File: src/rtl/capcmp_pkg.sv
package capcmp_pkg;
  localparam int unsigned ADDR_W = 4;
  localparam int unsigned BYTE_W = 8;

  typedef enum logic [1:0] {
    EDGE_OFF  = 2'b00,
    EDGE_RISE = 2'b01,
    EDGE_FALL = 2'b10,
    EDGE_ANY  = 2'b11
  } edge_sel_e;

  localparam logic [ADDR_W-1:0] A_CTRL    = 4'h0;
  localparam logic [ADDR_W-1:0] A_MODE    = 4'h1;
  localparam logic [ADDR_W-1:0] A_EDGE    = 4'h2;
  localparam logic [ADDR_W-1:0] A_IEN     = 4'h3;
  localparam logic [ADDR_W-1:0] A_FLAGS   = 4'h4;
  localparam logic [ADDR_W-1:0] A_CNT_HI  = 4'h6;
  localparam logic [ADDR_W-1:0] A_CNT_LO  = 4'h7;
  localparam logic [ADDR_W-1:0] A_CH_BASE = 4'h8;
endpackage

File: src/rtl/capcmp_edge_det.sv
module capcmp_edge_det
  import capcmp_pkg::*;
(
  input  logic       clk_i,
  input  logic       rst_ni,
  input  logic       pin_i,
  input  logic [1:0] sel_i,
  output logic       hit_o
);
  // [0],[1] synchronizer, [2] previous synchronized sample
  logic [2:0] sh_q;
  logic rise, fall;

  always_ff @(posedge clk_i or negedge rst_ni) begin
    if (!rst_ni) sh_q <= '0;
    else         sh_q <= {sh_q[1:0], pin_i};
  end

  assign rise = sh_q[1] & ~sh_q[2];
  assign fall = ~sh_q[1] & sh_q[2];

  always_comb begin
    case (edge_sel_e'(sel_i))
      EDGE_RISE: hit_o = rise;
      EDGE_FALL: hit_o = fall;
      EDGE_ANY:  hit_o = rise | fall;
      default:   hit_o = 1'b0;
    endcase
  end
endmodule

File: src/rtl/capcmp_counter.sv
module capcmp_counter #(
  parameter int unsigned W = 16
) (
  input  logic         clk_i,
  input  logic         rst_ni,
  input  logic         run_i,
  input  logic         load_i,
  input  logic [W-1:0] load_val_i,
  output logic [W-1:0] cnt_o,
  output logic         wrap_o
);
  logic [W-1:0] cnt_q;

  always_ff @(posedge clk_i or negedge rst_ni) begin
    if (!rst_ni)     cnt_q <= '0;
    else if (load_i) cnt_q <= load_val_i;
    else if (run_i)  cnt_q <= cnt_q + 1'b1;
  end

  assign wrap_o = run_i & ~load_i & (&cnt_q);
  assign cnt_o  = cnt_q;
endmodule

File: src/rtl/capcmp_channel.sv
module capcmp_channel #(
  parameter int unsigned W = 16
) (
  input  logic         clk_i,
  input  logic         rst_ni,
  input  logic [W-1:0] cnt_i,
  input  logic         run_i,
  input  logic         cmp_mode_i,
  input  logic         cap_hit_i,
  input  logic         wr_i,
  input  logic [W-1:0] wdata_i,
  output logic [W-1:0] val_o,
  output logic         cmp_hit_o,
  output logic         event_o,
  output logic         out_o
);
  logic [W-1:0] val_q;
  logic         out_q;
  logic         cap_ev;

  assign cap_ev    = ~cmp_mode_i & cap_hit_i;
  assign cmp_hit_o = cmp_mode_i & run_i & (cnt_i == val_q);

  always_ff @(posedge clk_i or negedge rst_ni) begin
    if (!rst_ni) begin
      val_q <= '0;
      out_q <= 1'b0;
    end else begin
      if (cap_ev)                   val_q <= cnt_i;
      else if (wr_i && cmp_mode_i)  val_q <= wdata_i;
      if (cmp_hit_o)                out_q <= ~out_q;
    end
  end

  assign val_o   = val_q;
  assign event_o = cap_ev | cmp_hit_o;
  assign out_o   = out_q;
endmodule

File: src/rtl/capcmp_timer.sv
module capcmp_timer
  import capcmp_pkg::*;
#(
  parameter int unsigned NUM_CH = 4
) (
  input  logic              clk_i,
  input  logic              rst_ni,
  input  logic [ADDR_W-1:0] addr_i,
  input  logic              wr_en_i,
  input  logic              rd_en_i,
  input  logic [BYTE_W-1:0] wdata_i,
  output logic [BYTE_W-1:0] rdata_o,
  input  logic [NUM_CH-1:0] cap_i,
  output logic [NUM_CH-1:0] cmp_o,
  output logic              irq_o
);
  localparam int unsigned CNT_W  = 2 * BYTE_W;
  localparam int unsigned EDGE_W = 2 * NUM_CH;

  logic              run_q, fast_q, ovf_q, ien_ovf_q;
  logic [NUM_CH-1:0] mode_q, ien_ch_q, flag_ch_q;
  logic [EDGE_W-1:0] edge_q;
  logic [BYTE_W-1:0] wr_hold_q, rd_hold_q, rdata_q;

  logic [CNT_W-1:0]  cnt;
  logic              wrap, cnt_load, cnt_access, hi_wr, wr_flags;
  logic [NUM_CH-1:0] cap_hit, cmp_hit, ch_event, ch_wr;
  logic [NUM_CH-1:0][CNT_W-1:0] ch_val;

  logic [BYTE_W-1:0] rd_mux, rd_snap;
  logic              snap_en;

  // write decode
  assign cnt_load   = wr_en_i & (addr_i == A_CNT_LO);
  assign cnt_access = (wr_en_i | rd_en_i) & ((addr_i == A_CNT_HI) | (addr_i == A_CNT_LO));
  assign hi_wr      = wr_en_i & ((addr_i == A_CNT_HI) | (addr_i[3] & ~addr_i[0]));
  assign wr_flags   = wr_en_i & (addr_i == A_FLAGS);

  capcmp_counter #(.W(CNT_W)) u_cnt (
    .clk_i      (clk_i),
    .rst_ni     (rst_ni),
    .run_i      (run_q),
    .load_i     (cnt_load),
    .load_val_i ({wr_hold_q, wdata_i}),
    .cnt_o      (cnt),
    .wrap_o     (wrap)
  );

  for (genvar n = 0; n < NUM_CH; n++) begin : g_ch
    assign ch_wr[n] = wr_en_i & (addr_i == A_CH_BASE + ADDR_W'(2 * n + 1));

    capcmp_edge_det u_edge (
      .clk_i  (clk_i),
      .rst_ni (rst_ni),
      .pin_i  (cap_i[n]),
      .sel_i  (edge_q[2*n +: 2]),
      .hit_o  (cap_hit[n])
    );

    capcmp_channel #(.W(CNT_W)) u_chan (
      .clk_i      (clk_i),
      .rst_ni     (rst_ni),
      .cnt_i      (cnt),
      .run_i      (run_q),
      .cmp_mode_i (mode_q[n]),
      .cap_hit_i  (cap_hit[n]),
      .wr_i       (ch_wr[n]),
      .wdata_i    ({wr_hold_q, wdata_i}),
      .val_o      (ch_val[n]),
      .cmp_hit_o  (cmp_hit[n]),
      .event_o    (ch_event[n]),
      .out_o      (cmp_o[n])
    );
  end

  // control and configuration registers
  always_ff @(posedge clk_i or negedge rst_ni) begin
    if (!rst_ni) begin
      run_q     <= 1'b0;
      fast_q    <= 1'b0;
      mode_q    <= '0;
      edge_q    <= '0;
      ien_ch_q  <= '0;
      ien_ovf_q <= 1'b0;
      wr_hold_q <= '0;
    end else if (wr_en_i) begin
      case (addr_i)
        A_CTRL: begin
          run_q  <= wdata_i[0];
          fast_q <= wdata_i[1];
        end
        A_MODE: mode_q <= wdata_i[NUM_CH-1:0];
        A_EDGE: edge_q <= wdata_i[EDGE_W-1:0];
        A_IEN: begin
          ien_ch_q  <= wdata_i[NUM_CH-1:0];
          ien_ovf_q <= wdata_i[7];
        end
        default: ;
      endcase
      if (hi_wr) wr_hold_q <= wdata_i;
    end
  end

  // flags: set has priority over clear
  always_ff @(posedge clk_i or negedge rst_ni) begin
    if (!rst_ni) begin
      ovf_q     <= 1'b0;
      flag_ch_q <= '0;
    end else begin
      if (wrap)                                          ovf_q <= 1'b1;
      else if ((wr_flags && wdata_i[7]) || (fast_q && cnt_access)) ovf_q <= 1'b0;
      for (int n = 0; n < NUM_CH; n++) begin
        if (ch_event[n])                   flag_ch_q[n] <= 1'b1;
        else if (wr_flags && wdata_i[n])   flag_ch_q[n] <= 1'b0;
      end
    end
  end

  // read mux with low-byte snapshot
  always_comb begin
    rd_mux  = '0;
    rd_snap = '0;
    snap_en = 1'b0;
    case (addr_i)
      A_CTRL:   rd_mux = BYTE_W'({fast_q, run_q});
      A_MODE:   rd_mux = BYTE_W'(mode_q);
      A_EDGE:   rd_mux = BYTE_W'(edge_q);
      A_IEN:    rd_mux = {ien_ovf_q, 7'(ien_ch_q)};
      A_FLAGS:  rd_mux = {ovf_q, 7'(flag_ch_q)};
      A_CNT_HI: begin
        rd_mux  = cnt[CNT_W-1:BYTE_W];
        rd_snap = cnt[BYTE_W-1:0];
        snap_en = 1'b1;
      end
      A_CNT_LO: rd_mux = rd_hold_q;
      default: begin
        for (int n = 0; n < NUM_CH; n++) begin
          if (addr_i[3] && addr_i[2:1] == 2'(n)) begin
            if (!addr_i[0]) begin
              rd_mux  = ch_val[n][CNT_W-1:BYTE_W];
              rd_snap = ch_val[n][BYTE_W-1:0];
              snap_en = 1'b1;
            end else begin
              rd_mux = rd_hold_q;
            end
          end
        end
      end
    endcase
  end

  always_ff @(posedge clk_i or negedge rst_ni) begin
    if (!rst_ni) begin
      rdata_q   <= '0;
      rd_hold_q <= '0;
    end else if (rd_en_i) begin
      rdata_q <= rd_mux;
      if (snap_en) rd_hold_q <= rd_snap;
    end
  end

  assign rdata_o = rdata_q;
  assign irq_o   = (ovf_q & ien_ovf_q) | (|(flag_ch_q & ien_ch_q));
endmodule

File: config.mk
export PLATFORM = sky130hd
export DESIGN_NAME = capcmp_timer
export DESIGN_NICKNAME = d
export VERILOG_FILES = /design/src/rtl/capcmp_pkg.sv /design/src/rtl/capcmp_edge_det.sv /design/src/rtl/capcmp_counter.sv /design/src/rtl/capcmp_channel.sv /design/src/rtl/capcmp_timer.sv
export SDC_FILE = /design/constraint.sdc
export NUM_CORES = 1
export LEC_CHECK = 0
export BUFFER_PORTS_ARGS = -buffer_cell sky130_fd_sc_hd__buf_4
export CAP_MARGIN = 20
export CORE_MARGIN = 5
export CORE_UTILIZATION = 40
export DETAILED_ROUTE_END_ITERATION = 10
export GPL_TIMING_DRIVEN = 0
export PLACE_DENSITY = 0.68
export SLEW_MARGIN = 0
export SYNTH_ARGS = -nofsm -noshare
export SYNTH_HDL_FRONTEND = slang
export SYNTH_SLANG_ARGS = --single-unit
File: constraint.sdc
create_clock -name clk_i -period 2.3 [get_ports clk_i]
set_clock_uncertainty 0.2 [all_clocks]
set_input_delay 0.46 -clock clk_i [delete_from_list [all_inputs] [get_ports clk_i]]
set_output_delay 0.46 -clock clk_i [all_outputs]
set_load 0.005 [all_outputs]
==> results of run 1 <==
worst paths after layout:
path | startpoint | cells after the start | end
worst max-delay path | u_cnt.cnt_o[9] | 5 | g_ch[1].u_chan.out_o
worst max register to register | u_cnt.cnt_o[9] | 5 | g_ch[1].u_chan.out_o
min in group asynchronous | rst_ni | 2 | g_ch[2].u_edge.sh_q[1]
worst min register to register | g_ch[1].u_edge.sh_q[0] | 0 | g_ch[1].u_edge.sh_q[1]
max in group asynchronous | rst_ni | 3 | u_cnt.cnt_o[5]
worst min-delay path | wdata_i[1] | 3 | flag_ch_q[1]
cell families after synthesis:
family	count (synthesis)
and+or+nand+nor	159
DFF	144
buffers and inverters	149
muxes	54
adders and majority gates	9
xor gates and xnor gates	83
AOI/OAI and AO/OA	266
registers in the layout (all words and copies together), names as in the netlist:
name	cells
edge_q	8
fast_q	1
flag_ch_q	4
g_ch.u_chan.out_o	4
g_ch.u_chan.val_o	64
g_ch.u_edge.sh_q	12
ien_ch_q	4
ien_ovf_q	1
mode_q	4
ovf_q	1
rd_hold_q	8
rdata_o	8
run_q	1
u_cnt.cnt_o	16
wr_hold_q	8
cell usage after synthesis (all sizes together) (2+ instances only):
cell type    n
nor2b       16
o22ai       78
nor3         6
a22oi       10
mux2i       20
clkbuf      23
inv         79
mux4         2
nor2        26
nand3b       7
and2         5
nand3       17
xor2        28
and3         4
o21ai       37
a21oi       96
o2bb2ai      4
nand4       19
buf         46
ha           9
a311oi       3
nand2       43
mux2        32
a211oi       4
o211ai       4
a31oi        2
a2111oi      3
or3          2
dfrtp      144
o31ai        7
a221o        2
nor4        10
xnor2       55
a211o        4
a21o         6
nor3b        2
layout make-up:
type	instances	area (um2)
Buffer	67	392
Clock buffer	18	429
Clock inverter	14	183
Fill cell	1936	10700
Inverter	80	300
Multi-Input combinational cell	571	3970
Sequential cell	144	3600
Tap cell	270	338
Timing Repair Buffer	39	329
where the power goes:
| group | leakage [uW] | internal [uW] | switching (uW) |
|---|---|---|---|
| clock network | 0.000292 | 1730 | 1200 |
| logic | 0.00219 | 1750 | 2300 |
| registers | 0.00166 | 3400 | 1110 |
routing by layer:
layer,up-vias,part of all wire [%]
met2,371,44
met5,-,0
met3,85,8.7
met1,3490,42
met4,0,4.9
li1,3175,-
through the flow:
stage               setup slack [ns]  cell area, um2  std cells  power [uW]  TNS, ns
finish                        0.0344            9540       1203       11500        0
global route                 0.00604            9540       1203       12000        0
CTS                          0.00330            9470       1199       11300        0
detailed placement            -0.240            8800       1162        8390    -5.07
global placement              -0.263            8770       1161        8300   -24.05
floorplan                      0.310            8230        864        6960        0
worst max-delay path, cell delays in order, from the launching register on:
cell and delay, ns:
dfrtp_1 0.48, buf_2 0.26, xnor2_1 0.33, nand3_1 0.21, nor4_4 0.52, xor2_1 0.13
repair_timing:
action / in CTS / in global routing
hold buffers: 5 / 0
endpoints found under the setup margin: 21 / 45
hold endpoints to repair: 63 / 0
gates cloned: 0 / 0
gates resized for setup: 3 / 19
setup buffers: 0 / 6
pin swaps: 0 / 2
==> results.sh, run 1 <==
export IMPL_cts_tree="done"
export IMPL_synthMuxAreaShare_pct=7.36
export IMPL_synth_flop_cell="dfrtp_1"
export IMPL_leakagePower_uw=0.00415
export IMPL_worstPathRequired_ns=2.39
export IMPL_dieArea_mm2=0.0235
export IMPL_io_pins=33
export IMPL_htree_levels=4
export IMPL_seq_area_frac_synth_pct=43.8
export IMPL_hold_slack_ns=0.129
export IMPL_syn_area_mm2=0.00823
export IMPL_synthAdderAreaFrac_pct=1.37
export IMPL_yosys_top_cells_area="dfrtp_1 (44%), o22ai_1 (5.9%), xnor2_1 (5.9%), a21oi_1 (5.8%), mux2_2 (4.4%)"
export IMPL_port_buffer_count=27
export IMPL_grt_overflow_total=0
export IMPL_max_freq_mhz=441
export IMPL_root_buffer="clkbuf_16"
export IMPL_grt_usage_pct=23.9
export IMPL_r2r_slack_ns=0.03
export IMPL_grt_pass1_vias=7076
export IMPL_routed_wl_um=27900
export IMPL_grt_setup_unrepaired="no"
export IMPL_outcome="completed"
export IMPL_vias_per_cell=5.92
export IMPL_synth_compound_area_share_pct=19.5
export IMPL_setup_viol=0
export IMPL_post_drt_wl_per_cell_um=23.2
export IMPL_yosys_area_top_type="dfrtp_1"
export IMPL_worst_path_max_fanout=10
export IMPL_relSlewSlack_pct=45.5
export IMPL_final_common_cell="dfrtp_1"
export IMPL_power_density_mw_per_mm2=1200
export IMPL_ys_ff_latch=144
export IMPL_met3_usage_pct=5.46
export IMPL_critPathCaptureType="flop"
export IMPL_drive_above_1_share_pct=18.9
export IMPL_gp_congestion=1.00
export IMPL_synth_distinct_cells=59
export IMPL_grt_pass1_wl_um=43300
export IMPL_area_growth_pct=16.0
export IMPL_fin_crit_sh_pct=98.5
export IMPL_synth_cells=864
export IMPL_final_hold_viol_count=0
export IMPL_rows=52
export IMPL_netlist_area_leader_share_pct=43.8
export IMPL_drv_slew=0
export IMPL_synth_nets=893
export IMPL_clk_path_buf_depth=2
export IMPL_synth_edf_count=0
export IMPL_drc_errors=0
export IMPL_cts_buffers=17
export IMPL_hold_path_class="input pin to flop"
export IMPL_yosys_area_share_simple_pct=10.7
export IMPL_met2_usage_pct=36.2
export IMPL_die_w_um=153
export IMPL_synth_async_reset_ratio_pct=100
export IMPL_first_pass_iters=5
export IMPL_critPathKind="flop to flop"
export IMPL_die_h_um=153
export IMPL_grt_busiest_layer="met2"
export IMPL_grt_max_degree=86
export IMPL_initial_utilization_pct=40.7
export IMPL_synth_xor_area_share_pct=8.93
export IMPL_vias=7121
export IMPL_ys_warn_count=0
export IMPL_fin_nets=949
export IMPL_syn_area_per_cell_um2=9.52
export IMPL_final_util_pct=47.2
export IMPL_synth_top_family_by_area="compound AO/OA/AOI/OAI gates"
export IMPL_ir_drop_uv=448
export IMPL_clk_latency_ns=0.43
export IMPL_core_mm2=0.0202
export IMPL_clk_pin_slew_worst_paths_ns=0.06
export IMPL_tightestPinTransition_ns=0.797
export IMPL_drt_iter0_markers=817
export IMPL_grt_antenna_before_repair=0
export IMPL_cp_start_kind="flop"
export IMPL_finalCriticalPeriod_ns=2.27
export IMPL_final_cell_mix="dfrtp_1 (144), a21oi_1 (95), inv_1 (77), o22ai_1 (77), xnor2_1 (55)"
export IMPL_drtAntennaViolNets=0
export IMPL_critPathArrivalTime_ns=2.36
export IMPL_hpwl_um=20200
export IMPL_cap_violations=0
export IMPL_antenna_cells=0
export IMPL_numClockSinks=144
export IMPL_grt_use_met1_pct=32.3
No activity file was read; power rests on OpenSTA's default activity.
==> run 2, diff against run 1 <==
--- a/config.mk
+++ b/config.mk
@@ -7,11 +7,13 @@
 export LEC_CHECK = 0
 export BUFFER_PORTS_ARGS = -buffer_cell sky130_fd_sc_hd__buf_4
 export CAP_MARGIN = 20
+export CELL_PAD_IN_SITES_DETAIL_PLACEMENT = 1
+export CELL_PAD_IN_SITES_GLOBAL_PLACEMENT = 1
 export CORE_MARGIN = 5
 export CORE_UTILIZATION = 40
 export DETAILED_ROUTE_END_ITERATION = 10
 export GPL_TIMING_DRIVEN = 0
-export PLACE_DENSITY = 0.68
+export PLACE_DENSITY = 0.8
 export SLEW_MARGIN = 0
 export SYNTH_ARGS = -nofsm -noshare
 export SYNTH_HDL_FRONTEND = slang
==> run 2 against run 1 <==
Effect of this change:
- non-clock buffer count is the same
- register-to-register slack is essentially flat
- die area is the same
- sequential cell count is the same
- combinational power grew 3%
- power grew 3.7%
- critical path type unchanged
- highest routed layer unchanged
==> results.sh, run 2 (synthesized netlist as in run 1, its figures left out) <==
export IMPL_vias=7357
export IMPL_final_hold_viol_count=0
export IMPL_die_w_um=153
export IMPL_die_h_um=153
export IMPL_cp_top_family="simple AND/OR/NAND/NOR gates"
export IMPL_initial_utilization_pct=40.7
export IMPL_vias_per_cell=6.12
export IMPL_first_pass_iters=6
export IMPL_top_layer="met4"
export IMPL_detailed_place_area_mm2=0.00880
export IMPL_worstPathRequired_ns=2.39
export IMPL_drtAntennaViolNets=0
export IMPL_cap_violations=0
export IMPL_stdcell_area_mm2=0.00960
export IMPL_drv_slew=0
export IMPL_core_mm2=0.0202
export IMPL_dieArea_mm2=0.0235
export IMPL_routed_wl_um=31600
export IMPL_power_density_mw_per_mm2=1240
export IMPL_largest_reg_flops=64
export IMPL_crit_slowest_cell="nor4_2"
export IMPL_max_freq_mhz=444
export IMPL_clk_path_buf_depth=2
export IMPL_rows=52
export IMPL_root_buffer="clkbuf_16"
export IMPL_post_drt_wl_per_cell_um=26.3
export IMPL_grt_usage_pct=26.6
export IMPL_grt_max_degree=80
export IMPL_n_fill_cell=2324
export IMPL_hpwl_um=22200
export IMPL_critPathBufInv=1
export IMPL_cp_cell_sequence="buf_2 -> xnor2_1 -> nand3_1 -> nor4_2 -> xor2_1"
export IMPL_wl_met1_um=13100
export IMPL_critPathMaxStageDelay_ns=0.56
export IMPL_ir_drop_uv=497
export IMPL_area_growth_pct=16.6
export IMPL_clk_pin_slew_worst_paths_ns=0.07
export IMPL_outcome="completed"
export IMPL_grt_antenna_before_repair=0
export IMPL_cts_buffers=17
export IMPL_gp_congestion=0.962
export IMPL_worst_path_max_fanout=10
export IMPL_critPathCaptureType="flop"
export IMPL_wl_met2_um=15000
export IMPL_drc_errors=0
export IMPL_wl_met3_um=2310
export IMPL_setup_viol=0
export IMPL_io_pins=33
export IMPL_numClockSinks=144
export IMPL_hold_path_class="input pin to flop"
export IMPL_cp_start_kind="flop"
export IMPL_antenna_cells=0
export IMPL_final_cell_mix="dfrtp_1 (144), a21oi_1 (95), inv_1 (77)"
export IMPL_clk_latency_ns=0.44
export IMPL_port_buffer_count=27
export IMPL_drt_iter0_markers=862
export IMPL_finalCriticalPeriod_ns=2.25
export IMPL_tightestPinTransition_ns=0.794
export IMPL_cts_tree="done"
export IMPL_leakagePower_uw=0.00416
export IMPL_fin_nets=949
export IMPL_grt_pass1_wl_um=47700
export IMPL_htree_levels=4
export IMPL_grt_pass1_vias=7700
export IMPL_p_total_uw=11900
export IMPL_critPathArrivalTime_ns=2.35
export IMPL_critPathKind="flop to flop"
export IMPL_grt_overflow_total=0
export IMPL_relSlewSlack_pct=45.7
export IMPL_grt_setup_unrepaired="no"
export IMPL_fin_crit_sh_pct=97.9
export IMPL_final_common_cell="dfrtp_1"
export IMPL_drive_above_1_share_pct=19.3
==> run 2: changes by cell type in the layout (fill, tap and decap cells not counted), sizes merged <==
cell	before	now
buf	79	82
clkbuf	40	37
bufinv	3	4
clkinv	5	4
==> run 2: cell type report <==
class	instances	area (um2)	area share [%]
multi-input cells	571	3980	41.5
flip-flops and latches	144	3600	37.6
clock buffers	18	439	4.58
plain buffers	65	375	3.91
repair buffers	41	357	3.72
well taps	270	338	3.52
inverters	80	300	3.13
clock inverters	14	203	2.11
==> run 2: repair_timing <==
action	in CTS	in global routing
hold buffers	5	0
hold endpoints to repair	69	0
pin swaps	1	3
setup buffers	2	6
setup endpoints to repair	40	36
gates resized for setup	10	9
==> run 2: worst paths after layout <==
path	from	to	slack, ns	cells past startpoint
min	wdata_i[1]	flag_ch_q[1]	0.12	3
min in group asynchronous	rst_ni	flag_ch_q[3]	0.37	2
min reg2reg	g_ch[0].u_edge.sh_q[0]	g_ch[0].u_edge.sh_q[1]	0.15	0
max reg2reg	u_cnt.cnt_o[9]	g_ch[0].u_chan.out_o	0.05	5
max in group asynchronous	rst_ni	g_ch[1].u_chan.val_o[4]	0.68	3
max	u_cnt.cnt_o[9]	g_ch[0].u_chan.out_o	0.05	5
==> run 2: stage by stage <==
step | utilization, % | std cells | hold slack (ns) | setup TNS [ns] | setup WS, ns
after detailed placement | 43.5 | 1162 | 0.140 | -7.09 | -0.252
after global routing | 47.4 | 1203 | 0.124 | 0 | 0.00409
after CTS | 47.1 | 1200 | 0.120 | 0 | 0.00413
after floorplan | - | 864 | -0.0356 | 0 | 0.310
after global placement | 43.3 | 1161 | 0.134 | -24.25 | -0.248
final | 47.4 | 1203 | 0.125 | 0 | 0.0491
==> run 2: layer usage <==
layer | vias up | global-route usage, %
li1 | 3167 | -
met1 | 3755 | 35.2
met2 | 356 | 43.4
met3 | 79 | 4.86
met4 | 0 | 10.7
met5 | - | 0
==> run 2: report_power, final <==
group          leakage [uW]  internal (uW)  switching, uW
Combinational       0.00219           1760           2420
Clock              0.000305           1860           1260
Sequential          0.00166           3400           1210
==> run 2: worst reg2reg max path, cell delays in order (launching register included) <==
cell     delay [ns]
dfrtp_1        0.50
buf_2          0.36
xnor2_1        0.16
nand3_1        0.19
nor4_2         0.56
xor2_1         0.13
